### src/rtl/vtx_pkg.sv
package vtx_pkg;
  localparam int unsigned VTX_W   = 16;
  localparam int unsigned ENTRIES = 32;
  localparam int unsigned NARROW  = 8;

  typedef enum logic [2:0] {
    ST_IDLE,
    ST_FETCH,
    ST_LOOK,
    ST_PROC,
    ST_FIN
  } seq_state_e;
endpackage

### src/rtl/vtx_idx_sel.sv
module vtx_idx_sel #(
  parameter int unsigned VTX_W  = 16,
  parameter int unsigned NARROW = 8
) (
  input  logic [VTX_W-1:0] raw_i,
  input  logic             wide_i,
  output logic [VTX_W-1:0] vtx_o,
  output logic             bad_o
);
  always_comb begin
    if (wide_i) vtx_o = raw_i;
    else        vtx_o = {{(VTX_W-NARROW){1'b0}}, raw_i[NARROW-1:0]};
  end

  // all-ones equals the empty-tag code, so it cannot be cached
  assign bad_o = wide_i && (&raw_i);
endmodule

### src/rtl/vtx_tag_cache.sv
module vtx_tag_cache #(
  parameter  int unsigned ENTRIES = 32,
  parameter  int unsigned TAG_W   = 16,
  localparam int unsigned SLOT_W  = $clog2(ENTRIES)
) (
  input  logic              clk_i,
  input  logic              rst_ni,
  input  logic              clr_i,
  input  logic [TAG_W-1:0]  look_tag_i,
  output logic              hit_o,
  output logic [SLOT_W-1:0] hit_slot_o,
  input  logic              fill_i,
  input  logic [TAG_W-1:0]  fill_tag_i,
  output logic [SLOT_W-1:0] wr_ptr_o
);
  localparam logic [SLOT_W-1:0] LAST = SLOT_W'(ENTRIES - 1);

  logic [TAG_W-1:0]  tag_q [ENTRIES];
  logic [ENTRIES-1:0] match;
  logic [SLOT_W-1:0] wr_ptr_q;

  for (genvar g = 0; g < ENTRIES; g++) begin : g_entry
    always_ff @(posedge clk_i or negedge rst_ni) begin
      if (!rst_ni)                                 tag_q[g] <= '1;
      else if (clr_i)                              tag_q[g] <= '1;
      else if (fill_i && wr_ptr_q == SLOT_W'(g))   tag_q[g] <= fill_tag_i;
    end
    assign match[g] = (tag_q[g] == look_tag_i);
  end

  // descending scan: the lowest matching slot is assigned last and wins
  always_comb begin
    hit_o      = 1'b0;
    hit_slot_o = '0;
    for (int i = ENTRIES - 1; i >= 0; i--) begin
      if (match[i]) begin
        hit_o      = 1'b1;
        hit_slot_o = SLOT_W'(i);
      end
    end
  end

  always_ff @(posedge clk_i or negedge rst_ni) begin
    if (!rst_ni)     wr_ptr_q <= '0;
    else if (clr_i)  wr_ptr_q <= '0;
    else if (fill_i) wr_ptr_q <= (wr_ptr_q == LAST) ? '0 : wr_ptr_q + 1'b1;
  end

  assign wr_ptr_o = wr_ptr_q;


  ptr_step_chk: assert property (@(posedge clk_i) disable iff (!rst_ni)
    fill_i && !clr_i |=> wr_ptr_o == (($past(wr_ptr_o) == LAST) ? '0 : $past(wr_ptr_o) + 1'b1));

  clr_empty_chk: assert property (@(posedge clk_i) disable iff (!rst_ni)
    clr_i |=> (!hit_o || (&look_tag_i)) && wr_ptr_o == '0);
endmodule

### src/rtl/vtx_fetch_seq.sv
module vtx_fetch_seq
  import vtx_pkg::*;
#(
  parameter  int unsigned W       = vtx_pkg::VTX_W,
  parameter  int unsigned N_SLOT  = vtx_pkg::ENTRIES,
  localparam int unsigned SLOT_W  = $clog2(N_SLOT)
) (
  input  logic              clk_i,
  input  logic              rst_ni,
  input  logic              start_i,
  input  logic              indexed_i,
  input  logic              idx16_i,
  input  logic [W-1:0]      count_i,
  input  logic [W-1:0]      offset_i,
  output logic              busy_o,
  output logic              imem_rd_o,
  output logic [W-1:0]      imem_addr_o,
  input  logic [W-1:0]      imem_rdata_i,
  output logic              proc_req_o,
  output logic [W-1:0]      proc_vtx_o,
  input  logic              proc_ack_i,
  output logic              out_valid_o,
  output logic [W-1:0]      out_vtx_o,
  output logic              out_hit_o,
  output logic [SLOT_W-1:0] out_slot_o,
  output logic              done_o,
  output logic              err_o
);
  seq_state_e state_q;
  logic mode_idx_q, fmt16_q, err_q, out_valid_q, out_hit_q, done_q;
  logic [W-1:0] cnt_q, off_q, pos_q, vtx_q, out_vtx_q;
  logic [SLOT_W-1:0] out_slot_q;

  logic [W-1:0] sel_vtx, pos_nx;
  logic sel_bad, c_hit, c_clr, c_fill, emit, last;
  logic [SLOT_W-1:0] c_slot, c_ptr;
  logic [W-1:0] emit_vtx;
  logic emit_hit;
  logic [SLOT_W-1:0] emit_slot;

  vtx_idx_sel #(.VTX_W(W), .NARROW(vtx_pkg::NARROW)) i_sel (
    .raw_i  (imem_rdata_i),
    .wide_i (fmt16_q),
    .vtx_o  (sel_vtx),
    .bad_o  (sel_bad)
  );

  vtx_tag_cache #(.ENTRIES(N_SLOT), .TAG_W(W)) i_cache (
    .clk_i      (clk_i),
    .rst_ni     (rst_ni),
    .clr_i      (c_clr),
    .look_tag_i (sel_vtx),
    .hit_o      (c_hit),
    .hit_slot_o (c_slot),
    .fill_i     (c_fill),
    .fill_tag_i (vtx_q),
    .wr_ptr_o   (c_ptr)
  );

  assign c_clr  = (state_q == ST_IDLE) && start_i;
  assign pos_nx = pos_q + 1'b1;
  assign last   = (pos_q == cnt_q - 1'b1);

  always_comb begin
    emit      = 1'b0;
    emit_vtx  = vtx_q;
    emit_hit  = 1'b0;
    emit_slot = '0;
    c_fill    = 1'b0;
    case (state_q)
      ST_LOOK: begin
        emit_vtx = sel_vtx;
        if (sel_bad) begin
          emit = 1'b1;
        end else if (c_hit) begin
          emit      = 1'b1;
          emit_hit  = 1'b1;
          emit_slot = c_slot;
        end
      end
      ST_PROC: begin
        if (proc_ack_i) begin
          emit   = 1'b1;
          c_fill = mode_idx_q;
          if (mode_idx_q) emit_slot = c_ptr;
        end
      end
      default: ;
    endcase
  end

  always_ff @(posedge clk_i or negedge rst_ni) begin
    if (!rst_ni) begin
      state_q     <= ST_IDLE;
      mode_idx_q  <= 1'b0;
      fmt16_q     <= 1'b0;
      err_q       <= 1'b0;
      cnt_q       <= '0;
      off_q       <= '0;
      pos_q       <= '0;
      vtx_q       <= '0;
      out_valid_q <= 1'b0;
      out_vtx_q   <= '0;
      out_hit_q   <= 1'b0;
      out_slot_q  <= '0;
      done_q      <= 1'b0;
    end else begin
      out_valid_q <= 1'b0;
      done_q      <= 1'b0;
      case (state_q)
        ST_IDLE: if (start_i) begin
          mode_idx_q <= indexed_i;
          fmt16_q    <= idx16_i;
          cnt_q      <= count_i;
          off_q      <= offset_i;
          pos_q      <= '0;
          vtx_q      <= offset_i;
          err_q      <= 1'b0;
          if (count_i == '0)  state_q <= ST_FIN;
          else if (indexed_i) state_q <= ST_FETCH;
          else                state_q <= ST_PROC;
        end
        ST_FETCH: state_q <= ST_LOOK;
        ST_LOOK: begin
          if (sel_bad) err_q <= 1'b1;
          if (!emit) begin
            vtx_q   <= sel_vtx;
            state_q <= ST_PROC;
          end
        end
        ST_FIN: begin
          done_q  <= 1'b1;
          state_q <= ST_IDLE;
        end
        default: ;
      endcase
      if (emit) begin
        out_valid_q <= 1'b1;
        out_vtx_q   <= emit_vtx;
        out_hit_q   <= emit_hit;
        out_slot_q  <= emit_slot;
        if (last) begin
          state_q <= ST_FIN;
        end else begin
          pos_q   <= pos_nx;
          vtx_q   <= off_q + pos_nx;
          state_q <= mode_idx_q ? ST_FETCH : ST_PROC;
        end
      end
    end
  end

  assign busy_o      = (state_q != ST_IDLE);
  assign imem_rd_o   = (state_q == ST_FETCH);
  assign imem_addr_o = pos_q;
  assign proc_req_o  = (state_q == ST_PROC);
  assign proc_vtx_o  = vtx_q;
  assign out_valid_o = out_valid_q;
  assign out_vtx_o   = out_vtx_q;
  assign out_hit_o   = out_hit_q;
  assign out_slot_o  = out_slot_q;
  assign done_o      = done_q;
  assign err_o       = err_q;


  req_hold_chk: assert property (@(posedge clk_i) disable iff (!rst_ni)
    proc_req_o && !proc_ack_i |=> proc_req_o && $stable(proc_vtx_o));

  flat_no_read_chk: assert property (@(posedge clk_i) disable iff (!rst_ni)
    busy_o && !mode_idx_q |-> !imem_rd_o);

  flat_no_hit_chk: assert property (@(posedge clk_i) disable iff (!rst_ni)
    out_valid_o && !mode_idx_q |-> !out_hit_o && out_slot_o == '0);

  done_after_out_chk: assert property (@(posedge clk_i) disable iff (!rst_ni)
    done_o |-> !busy_o && !out_valid_o);

  busy_cfg_chk: assert property (@(posedge clk_i) disable iff (!rst_ni)
    busy_o && $past(busy_o) |-> $stable(mode_idx_q) && $stable(cnt_q));

  hit_no_req_chk: assert property (@(posedge clk_i) disable iff (!rst_ni)
    out_valid_o && out_hit_o |-> $past(state_q) == ST_LOOK);
endmodule

### config.mk
export PLATFORM = sky130hd
export DESIGN_NAME = vtx_fetch_seq
export DESIGN_NICKNAME = d
export VERILOG_FILES = /design/src/rtl/vtx_pkg.sv /design/src/rtl/vtx_idx_sel.sv /design/src/rtl/vtx_tag_cache.sv /design/src/rtl/vtx_fetch_seq.sv
export SDC_FILE = /design/constraint.sdc
export NUM_CORES = 2
export LEC_CHECK = 0
export BUFFER_PORTS_ARGS = -buffer_cell sky130_fd_sc_hd__buf_2
export CAP_MARGIN = 20
export CELL_PAD_IN_SITES_DETAIL_PLACEMENT = 1
export CELL_PAD_IN_SITES_GLOBAL_PLACEMENT = 2
export CORE_UTILIZATION = 36
export CTS_CLUSTER_DIAMETER = 200
export DETAILED_ROUTE_END_ITERATION = 7
export GPL_ROUTABILITY_DRIVEN = 1
export PLACE_DENSITY_LB_ADDON = 0.12
export SLEW_MARGIN = 10
export SYNTH_ARGS = -nofsm -noshare
export SYNTH_HDL_FRONTEND = slang
export SYNTH_SLANG_ARGS = --single-unit
### constraint.sdc
create_clock -name clk_i -period 3.02 [get_ports clk_i]
set_clock_uncertainty 0.15 [all_clocks]
set_input_delay 0 -clock clk_i [delete_from_list [all_inputs] [get_ports clk_i]]
set_output_delay 0 -clock clk_i [all_outputs]
set_load 0.05 [all_outputs]
# [Word level (Yosys, flattened, before mapping)]
# Cells that the tools add are included.
[word_totals] out_inout_bits=60 word_cells=365 inputBits=54 regBits=611
[op_classes] eq_ne=71 n_reduce_logical=77 addsub=4 muxes=167
[op_table] cell="$mux 16" count=74
[op_table] cell="$eq 16x16->1" count=33
[op_table] cell="$mux 5" count=39
[op_table] cell="$eq 5x5->1 const B" count=16
[op_table] cell="$reduce_bool 2->1" count=34
[op_table] cell="$mux 1" count=43
[op_table] cell="$eq 5x4->1 const B" count=8
[op_table] cell="$logic_and 1x1->1" count=34
[op_table] cell="$pmux 16 s2" count=1
[op_table] cell="$eq 5x3->1 const B" count=4
[op_table] cell="$add 16x1->16 const B" count=1
[op_table] cell="$add 16x16->16" count=1
[op_table] cell="$logic_not 16->1" count=1
[op_table] cell="$reduce_and 16->1" count=1
[op_table] cell="$sub 16x1->16 const B" count=1
[op_table] cell="$mux 3" count=4
[op_table] cell="$pmux 3 s4" count=1
[op_table] cell="$eq 5x2->1 const B" count=2
[op_table] cell="$pmux 5 s2" count=1
[op_table] cell="$eq 3x2->1 const B" count=2
[op_table] cell="$add 5x1->5 const B" count=1
[op_table] cell="$eq 5x1->1 const B" count=1
[op_table] cell="$logic_not 5->1" count=1
[op_table] cell="$reduce_bool 5->1" count=1
[op_table] cell="11 further kinds" count=14

# [Logic depth before layout (Yosys ltp)]
[logic_depth] ltp_word=41 mapped_depth=15 mapped_depth_nobuf=14

# [By module]
# From an unflattened synthesis, not the netlist that was laid out.
[hier_totals] cells_unflattened=3560 area_unflattened_um2=34613.2
[by_module_without_submodules] mod="vtx_tag_cache" seq_area_each_um2=13578.0 cells_each=2879 area_each_um2=28838.9 n_inst=1
[by_module_without_submodules] mod="vtx_fetch_seq" seq_area_each_um2=2352.3 cells_each=659 area_each_um2=5606.6 n_inst=1
[by_module_without_submodules] mod="vtx_idx_sel" seq_area_each_um2=0.0 cells_each=22 area_each_um2=167.7 n_inst=1

# [Least setup slack after synthesis]
# OpenSTA, ideal clock, no wires.
[synth_path] path_kind="register to register" startpoint="register pos_q[0] (netlist: imem_addr_o[0])" endpoint="register vtx_q[13] (netlist: proc_vtx_o[13])" arrival_ns=3.145 path_stages_with_launch=15 setup_ns=0.136 setup_slack_ns=-0.411 path_cell_list="dfrtp_1 ha_1 nand3_1 nor3_1 nand2b_1 nand2_1 ha_1 and3_1 a21oi_1 o21ai_0 o211ai_1 nand2b_1 a21oi_1 xor2_1 mux2i_1"
[synth_via] elab_chain_len=4 word_cells_on_any_way=5
[synth_lines] item="start, declared" line_no="vtx_fetch_seq.sv:31" text="logic [W-1:0] cnt_q, off_q, pos_q, vtx_q, out_vtx_q;"
[synth_lines] item="start signal, assigned" line_no="vtx_fetch_seq.sv:145" text="pos_q <= pos_nx;"
[synth_lines] item="$add 16x1->16" line_no="vtx_fetch_seq.sv:61" text="assign pos_nx = pos_q + 1'b1;"
[synth_lines] item="$add 16x16->16" line_no="vtx_fetch_seq.sv:146" text="vtx_q <= off_q + pos_nx;"
[synth_lines] item="$mux 16 *" line_no="vtx_fetch_seq.sv:142" text="if (last) begin"
[synth_lines] item="$mux 16 *" line_no="vtx_fetch_seq.sv:137" text="if (emit) begin"
[synth_lines] item="end signal, assigned" line_no="vtx_fetch_seq.sv:117" text="vtx_q <= offset_i;"
[synth_lines] item="end signal, assigned" line_no="vtx_fetch_seq.sv:127" text="vtx_q <= sel_vtx;"
[synth_lines] item="end signal, assigned" line_no="vtx_fetch_seq.sv:146"
[synth_lines] item="end, declared" line_no="vtx_fetch_seq.sv:31"
# Every way passes the cells marked *; elsewhere a longest branch is shown, timed or not.
# A chain may end at the register's enable or synchronous reset.

# [Final worst setup path]
[layout_path] startpoint="register fmt16_q" endpoint="register vtx_q[0] (netlist: proc_vtx_o[0])"
[layout_via] elab_chain_len=41 word_cells_on_any_way=73
[layout_lines] item="start, declared" line_no="vtx_fetch_seq.sv:30" text="logic mode_idx_q, fmt16_q, err_q, out_valid_q, out_hit_q, done_q;"
[layout_lines] item="start signal, assigned" line_no="vtx_fetch_seq.sv:113" text="fmt16_q <= idx16_i;"
[layout_lines] item="$mux 16" line_no="vtx_idx_sel.sv:11" text="if (wide_i) vtx_o = raw_i;"
[layout_lines] item="$eq 16x16->1" line_no="vtx_tag_cache.sv:28" text="assign match[g] = (tag_q[g] == look_tag_i);"
[layout_lines] item="$mux 1 (32 in a row)" line_no="vtx_tag_cache.sv:36" text="if (match[i]) begin"
[layout_lines] item="$mux 1" line_no="vtx_fetch_seq.sv:75" text="end else if (c_hit) begin"
[layout_lines] item="$mux 1 *" line_no="vtx_fetch_seq.sv:73" text="if (sel_bad) begin"
[layout_lines] item="$pmux 1 s2 *" line_no="vtx_fetch_seq.sv:70" text="case (state_q)"
[layout_lines] item="$mux 16" line_no="vtx_fetch_seq.sv:126" text="if (!emit) begin"
[layout_lines] item="$pmux 16 s2" line_no="vtx_fetch_seq.sv:110" text="case (state_q)"
[layout_lines] item="$mux 16" line_no="vtx_fetch_seq.sv:142"
[layout_lines] item="$mux 16 *" line_no="vtx_fetch_seq.sv:137"
# Marks and branches as above.

==> results.toml <==
[outcome]
violations = "negative setup slack"
outcome = "complete, but fails checks"

[job]
cap_violations = 0

[setup_path]
crit_type = "register to register"
worst_ep_arrival_time_ns = 3.98
required_ns = 3.41
cpPeakStageDelay_ns = 0.57
critPathCaptureType = "register"
crit_fanout = 7
critPathSlowestCell = "dfrtp_4"
cp-start-kind = "register"
cp_cell_sequence = "buf_12 -> buf_12 -> o21a_4 -> buf_6 -> or3_4 -> a311oi_2 -> nand4_1 -> buf_4 -> and4_4 -> nand4_4 -> buf_6 -> nor3_4 -> buf_6 -> a221o_1 -> mux2_4"
reg2reg_slack_ns = -0.57
crit_top_cell = "buf_6"

[power]
switching_power_w = 0.0186
p_per_area_nw_per_um2 = 1030
p_int_w = 0.0290
combPwrFrac = 0.397
ir_drop_v = 0.000537
power_leakage_nw = 20.1
seqPwrFrac = 0.390
clock_power_share = 0.213
power_w = 0.0477
netSwitchingFraction = 0.391

[clock_network]
cts_buffers = 80
cts_tree = "yes"
clock_latency_ns = 0.68
cts_root_buf = "clkbuf_16"
cts.sinks = 611
clockBufferDepth = 3
htreeDepth = 3
clk_pin_slew_ns = 0.06

[routing]
drt_iter0_drc = 2498
vias = 34300
wl_per_cell_um = 25.9
viasPerCell = 5.68
wl_um = 156000
dr.pass1.iters = 7
antenna_left = 0
drcViolationCount = 0

[timing]
hold_viol = 0
finalWorstSetupSlack_ns = -0.574
final.min_clock_period_ns = 3.59
worst_pin_slew_ns = 1.12
period_share = 1.19
slew-limit-headroom = 0.256
fmax_ghz = 0.278
whs_ns = 0.0394
rsz0062_at_grt = "yes"
maxSlewViolCount = 0
finalSetupViolCount = 58

[finish]
nFillCells = 11300
area_growth_pct = 29.3
drive_gt1_frac = 0.317
final_nets = 4767
multi_input_area_um2 = 18700
ff_latch_area_um2 = 16000
diodes = 0

[die]
rows = 115
fp.dieW_um = 318
initial_core_util = 0.364
die_h_um = 318
io_pins = 114
coreArea_um2 = 98600
die_area_um2 = 101000

[synthesis]
ys_seq_elements = 611
synth_top_area_share = 0.375
syn_nets = 4217
ys_types = 93
ys_seq_area_frac = 0.444
yosys.area.top_type = "dfstp_2"
netlist_area_um2 = 35900
netlist_instances = 4139
yosys-top-cells-area = "dfstp_2, nand2_1, xnor2_1, dfrtp_1, nand3_1"
synth_common_cells = "nand2_1, dfstp_2, nand3_1"
synthFlopType = "dfstp_2"
yosysMostFrequentCell = "nand2_1"
synth_edf_count = 0
synthArstFlopShare = 1.00
syn_area_per_cell_um2 = 8.66
yosys_warnings = 0

[grt]
antenna_found_initial = 4
grt_pass1_wl_um = 235000
grt_overflow = 0
grt_max_degree = 182
grt_usage = 0.306
grt_pass1_vias = 35500

[placement]
dp_hpwl_um = 107000
port_buffers = 113
place.gp.congestion = 0.881

[min_path]
hold_class = "input pin to register"
## area by class of cell
type                       instances  share of cell area
inverter                          48             0.00421
clock inverter                    30             0.00742
clock buffer                     119              0.0523
timing repair buffer             803               0.153
sequential                       611               0.344
tap                             1287              0.0347
multi-input combinational       3145               0.404
## power groups by stage
| stage | combinational, W | sequential [W] | clock (W) |
|---|---|---|---|
| global placement | 0.0173 | 0.0185 | 0 |
| detailed placement | 0.0178 | 0.0186 | 0 |
| floorplan | 0.0106 | 0.0177 | 0 |
| CTS | 0.0186 | 0.0185 | 0.0104 |
| global route | 0.0205 | 0.0191 | 0.0106 |
| finish | 0.0189 | 0.0186 | 0.0102 |
## through the flow
stage / setup WS [ns] / cell area [um2] / cells / utilization / TNS, ns
2_1_floorplan: -0.0913 / 36000 / 4139 / - / -0.426
3_3_place_gp: -0.554 / 41800 / 5773 / 0.424 / -26.29
3_5_place_dp: -0.628 / 41800 / 5774 / 0.424 / -29.59
4_1_cts: -0.475 / 46000 / 6029 / 0.467 / -22.78
5_1_grt: -0.607 / 46300 / 6043 / 0.470 / -29.40
6_report: -0.574 / 46300 / 6043 / 0.470 / -26.97
## cells in the final DEF, fill, tap and decap left out, types with 20 or more instances in the layout
master / count
and3_1: 27
o211ai_1: 85
nand4b_1: 23
clkbuf_8: 21
a31oi_1: 39
a21oi_1: 69
o32ai_1: 68
a32oi_1: 40
dlygate4sd3_1: 76
dfrtp_1: 79
nor3_1: 40
or3_1: 25
nand4_1: 110
buf_4: 523
nor4bb_1: 26
nand2b_1: 21
xnor2_1: 352
buf_6: 20
nor2_1: 134
o21ai_0: 51
clkbuf_16: 84
nor2b_1: 57
xor2_1: 71
nand3_1: 455
inv_1: 44
buf_12: 74
ha_1: 21
nand2_1: 1118
buf_2: 101
dfstp_2: 512
## registers in the layout, indices dropped and copies added, names as in the netlist
register,flops
off_q,16
proc_vtx_o,16
out_hit_o,1
i_cache.wr_ptr_o,5
out_valid_o,1
fmt16_q,1
cnt_q,16
done_o,1
imem_addr_o,16
mode_idx_q,1
err_o,1
state_q,3
out_vtx_o,16
out_slot_o,5
i_cache.tag_q,512
## worst max-delay path: cells and delay by family, from the launching register on
kind | cells | cell delay, ns
DFF | 1 | 0.57
and+or+nand+nor | 5 | 0.86
buffers and inverters | 6 | 0.87
AOI/OAI and AO/OA | 3 | 0.73
muxes | 1 | 0.26
## worst paths after layout
check	startpoint	endpoint	cells past startpoint
min in group asynchronous	rst_ni	cnt_q[2]	4
max	fmt16_q	proc_vtx_o[0]	15
min reg2reg	out_vtx_o[9]	out_vtx_o[9]	2
max in group asynchronous	rst_ni	i_cache.tag_q[196]	4
min	count_i[3]	cnt_q[3]	4
max reg2reg	fmt16_q	proc_vtx_o[0]	15
## metal layers
metal	share of wire	vias up	GRT usage
li1	-	15500	-
met2	0.47	851	0.504
met5	0.00024	-	0
met3	0.042	265	0.0366
met4	0.030	6	0.0921
met1	0.45	17700	0.420
## kinds of logic (layout without fill, tap and decap cells)
| logic type | after synthesis | in the layout | share of synthesized area |
|---|---|---|---|
| simple gates | 2150 | 2150 | 0.280 |
| flops | 611 | 611 | 0.444 |
| compound gates | 527 | 527 | 0.109 |
| mux | 19 | 19 | 0.00607 |
| buf+inv | 383 | 1000 | 0.0478 |
| fa+ha+maj | 25 | 25 | 0.00886 |
| xor+xnor | 424 | 424 | 0.104 |
## repair_timing
action,in CTS,in global routing
resized for setup,84,45
gates cloned,4,1
hold buffers,77,0
buffers inserted,25,15
endpoints found under the setup margin,58,58
pin swaps,23,20
hold endpoints to repair,210,0
Note: power is estimated with default switching activity, not from simulation.
